--- src/rtl/irq_mask_ctrl.sv ---
module irq_mask_ctrl #(
  parameter int LINES = 8,
  parameter int AW    = 3,
  parameter int RW    = 64
) (
  input  logic             clk,
  input  logic             rst_n,
  input  logic             bus_we,
  input  logic [AW-1:0]    bus_addr,
  input  logic [7:0]       bus_wdata,
  output logic [RW-1:0]    bus_rdata,
  input  logic [LINES-1:0] dev_post,
  input  logic [LINES-1:0] dev_clear,
  output logic             irq_out
);
  localparam logic [AW-1:0] A_MASK_PRI = AW'(0);
  localparam logic [AW-1:0] A_MASK_SEC = AW'(1);
  localparam logic [AW-1:0] A_STAT_PRI = AW'(2);

  logic [LINES-1:0] pend_q, en_pri_q, en_sec_q, ack_vec;

  wire wr_mask_pri = bus_we && (bus_addr == A_MASK_PRI);
  wire wr_mask_sec = bus_we && (bus_addr == A_MASK_SEC);
  wire wr_ack_pri  = bus_we && (bus_addr == AW'(4));

  always_comb
    for (int i = 0; i < LINES; i++)
      ack_vec[i] = wr_ack_pri && (bus_wdata[3:0] == 4'(i));

  always_ff @(posedge clk) begin
    if (!rst_n) begin
      pend_q   <= '0;
      en_pri_q <= '0;
      en_sec_q <= '0;
    end else begin
      pend_q <= (pend_q & ~dev_clear & ~ack_vec) | dev_post;
      if (wr_mask_pri) en_pri_q <= ~bus_wdata[LINES-1:0];
      if (wr_mask_sec) en_sec_q <= ~bus_wdata[LINES-1:0];
    end
  end

  assign irq_out = |(pend_q & en_pri_q);

  always_comb begin
    bus_rdata = '0;
    case (bus_addr)
      A_MASK_PRI: bus_rdata[LINES-1:0] = ~en_pri_q;
      A_MASK_SEC: bus_rdata[LINES-1:0] = ~en_sec_q;
      A_STAT_PRI: bus_rdata[LINES-1:0] = pend_q;
      default:    bus_rdata = '0;
    endcase
  end
endmodule

--- config.mk ---
export PLATFORM = sky130hd
export DESIGN_NAME = irq_mask_ctrl
export DESIGN_NICKNAME = d
export VERILOG_FILES = /design/src/rtl/irq_mask_ctrl.sv
export SDC_FILE = /design/constraint.sdc
export NUM_CORES = 1
export LEC_CHECK = 0
export BUFFER_PORTS_ARGS = -buffer_cell sky130_fd_sc_hd__clkbuf_2
export CAP_MARGIN = 25
export CORE_UTILIZATION = 30
export CTS_CLUSTER_SIZE = 14
export DETAILED_ROUTE_END_ITERATION = 12
export GPL_TIMING_DRIVEN = 0
export REMOVE_ABC_BUFFERS = 1
export SYNTH_ARGS = -nofsm -noshare
export SYNTH_HDL_FRONTEND = slang
export SYNTH_SLANG_ARGS = --single-unit
--- constraint.sdc ---
create_clock -name clk -period 1.1 [get_ports clk]
set_input_delay 0.055 -clock clk [delete_from_list [all_inputs] [get_ports clk]]
set_output_delay 0.055 -clock clk [all_outputs]
set_load 0.02 [all_outputs]
==> impl_metrics.py <==
metrics = {
    "outcome": {
        "status": "complete, but fails checks",
        "violations": "setup timing",
    },
    "critical_path": {
        "rr_startpoint": "pend_q[4]",
        "critPathSlowestCell": "dfxtp_2",
        "timing.rr.end": "pend_q[4]",
        "reg2reg_depth": 3,
        "critPathTopFamily": "flip-flops",
        "crit_start": "en_pri_q[5]",
        "endpoint": "bus_rdata[5]",
        "crit_buf_inv": 1,
        "slowest_delay_ns": 0.33,
        "end_kind": "output pin",
        "critPathArrivalTime_ns": 1.28,
        "crit_cells": 4,
        "path_cells": "nor2b_1 -> o32a_1 -> nor2_2 -> buf_6",
        "cp_max_fo": 3,
        "r2r_setup_slack_ns": 0.28,
        "cp-start-kind": "register",
        "crit_type": "register to output pin",
        "critPathRequiredTime_ns": 1.04,
    },
    "clock_tree": {
        "cts_buffer_depth": 2,
        "clock-sinks": 24,
        "cts_buffers": 3,
        "cts_tree": "yes",
        "clkTransAtPathRegs_ns": 0.08,
        "h-tree-depth": 1,
        "cts_root_buf": "clkbuf_8",
        "clkLatencyLatePin_ns": 0.26,
    },
    "sta": {
        "fmax_mhz": 750,
        "setup_viol": 9,
        "hold_violations": 0,
        "finalCritPeriodShare_pct": 121,
        "period_needed_ns": 1.33,
        "maxSlewViolCount": 0,
        "whs_ns": 0.0359,
        "skew_ns": 0,
        "final.setup.worst_slack_ns": -0.233,
        "rsz0062_at_grt": "yes",
    },
    "placed_design": {
        "io_buffers": 38,
        "dpl_worst_slack_ns": -0.420,
        "globalplace.congestion": 0.713,
        "dp_hpwl_um": 2630,
    },
    "global_routing": {
        "grt.busiest_layer": "met2",
        "grt.total_usage_pct": 12.6,
        "grt_overflow": 0,
        "antenna_found_initial": 0,
        "grt_max_degree": 25,
        "grt_use_met2_pct": 20.6,
        "grt_pass1_wl_um": 5990,
        "grtUsageMet1_pct": 17.6,
        "first_global_vias": 1189,
        "use_met3_pct": 1.65,
    },
    "routing": {
        "wl_um": 3720,
        "drcViolationCount": 0,
        "first_pass_iters": 4,
        "drt-vias-per-instance": 4.40,
        "drt-initial-drc-count": 39,
        "ant_nets": 0,
        "vias": 1342,
        "wl_per_cell_um": 12.2,
    },
    "floorplan": {
        "num_io_pins": 95,
        "start_util_pct": 31.1,
        "die_w_um": 77.6,
        "core-area_mm2": 0.00551,
        "row_count": 27,
        "dieArea_mm2": 0.00602,
        "fp.dieH_um": 77.6,
    },
    "power": {
        "p_per_area_mw_per_mm2": 1060,
        "power.leakage_nw": 1.02,
        "ir_worst_vdd_uv": 443,
    },
    "hold_path": {
        "hold_path_class": "input pin to register",
    },
    "layout": {
        "drive_gt1_share_pct": 29.2,
        "fillCellCount": 601,
        "final_util_pct": 33.7,
        "areaGrowthSynthToFinish_pct": 8.32,
        "antenna_cells": 0,
        "layout.nets": 265,
    },
    "synth": {
        "synth_cell_types": 30,
        "ys_warn_count": 0,
        "synthCells": 198,
        "synth_area_mm2": 0.00171,
        "synth-seq-area-share_pct": 28.0,
        "synth_area_per_cell_um2": 8.66,
        "ys_ff_latch": 24,
    },
    "run": {
        "drv_cap": 0,
    },
}
report_power, final:
part	internal (mW)	total, mW	switching [mW]
logic	0.171	0.522	0.352
registers	0.912	0.941	0.0288
clock network	0.244	0.513	0.269
total	1.33	1.98	0.649
synthesized netlist by cell type (all sizes together):
| cell | count | area share, % |
|---|---|---|
| a21oi | 2 | 0.58 |
| a22oi | 4 | 1.8 |
| a311oi | 1 | 0.51 |
| a31oi | 3 | 1.1 |
| a41oi | 2 | 1.0 |
| and2b | 2 | 1.0 |
| and4bb | 2 | 1.7 |
| buf | 62 | 28 |
| clkbuf | 5 | 1.2 |
| conb | 1 | 0.22 |
| dfxtp | 24 | 28 |
| inv | 3 | 0.66 |
| nand2 | 16 | 3.5 |
| nand2b | 2 | 0.73 |
| nand4 | 1 | 0.37 |
| nor2 | 9 | 2.0 |
| nor2b | 21 | 7.7 |
| nor3b | 1 | 0.44 |
| nor4 | 2 | 0.73 |
| nor4b | 1 | 1.4 |
| nor4bb | 2 | 1.2 |
| o211a | 16 | 9.3 |
| o21a | 2 | 0.88 |
| o21ai | 6 | 1.8 |
| o32a | 8 | 4.7 |
per-stage QoR:
step	std cells	TNS [ns]	instance area [µm²]	total power, mW
finish	305	-1.86	1860	1.98
global route	305	-2.49	1860	2.08
CTS	305	-2.15	1840	1.98
detailed placement	296	-6.85	1710	1.45
global placement	296	-6.52	1710	1.44
floorplan	186	0	1430	1.28
cell families (layout without fill, tap and decap cells):
logic type / Yosys count / after routing / share of synthesized area [%]
flip-flops: 24 / 24 / 28.0
buffers and inverters: 70 / 50 / 29.5
AND/OR/NAND/NOR: 59 / 59 / 20.7
AO/OA/AOI/OAI: 44 / 44 / 21.6
other: 1 / 56 / 0.219
flip-flops by register name, indices dropped and copies added, names as in the netlist:
signal,cells
en_pri_q,8
en_sec_q,8
pend_q,8
worst min-delay path by stage:
| stage | start | endpoint | slack [ns] | cells past startpoint |
|---|---|---|---|---|
| after floorplan | bus_wdata[1] | pend_q[2] | 0.16 | 1 |
| after global placement | dev_post[3] | pend_q[3] | 0.27 | 2 |
| after detailed placement | dev_post[3] | pend_q[3] | 0.27 | 2 |
| after CTS | dev_post[6] | pend_q[6] | 0.04 | 2 |
| after global routing | dev_post[6] | pend_q[6] | 0.04 | 2 |
| final | dev_post[6] | pend_q[6] | 0.04 | 2 |
layout by cell type, fill, tap and decap left out, types with 2 or more instances in the layout:
master,instances
a22oi_1,2
buf_4,12
o32a_1,8
a31oi_1,3
clkbuf_8,3
conb_1,56
nor4bb_1,2
nor2b_1,21
nor4_1,2
nand2_1,16
inv_1,3
dfxtp_1,10
clkbuf_2,29
o21ai_0,6
dfxtp_2,13
o211a_1,16
a22oi_2,2
o21a_1,2
a41oi_1,2
nor2_1,8
a21oi_1,2
cell type report:
cell class / count / area (µm²) / share of cell area (%)
tap: 72 / 90.1 / 4.85
inverter: 3 / 11.3 / 0.606
sequential: 24 / 500 / 27.0
clock buffer: 3 / 41.3 / 2.22
multi-input combinational: 159 / 950 / 51.1
timing repair buffer: 44 / 264 / 14.2
metal layers:
layer | share of wire [%] | vias to the layer above
met4 | 0.24 | 0
met1 | 48 | 616
met5 | 0 | -
met2 | 46 | 79
met3 | 5.5 | 2
li1 | - | 645
repair_timing:
item	4_1_cts	5_1_grt
cloned	0	0
endpoints found under the hold margin	1	0
endpoints found under the setup margin	17	10
setup buffers	5	0
resized for setup	22	15
hold buffers	1	0
pin swaps	4	4
Power figures use the tool's default switching activity.
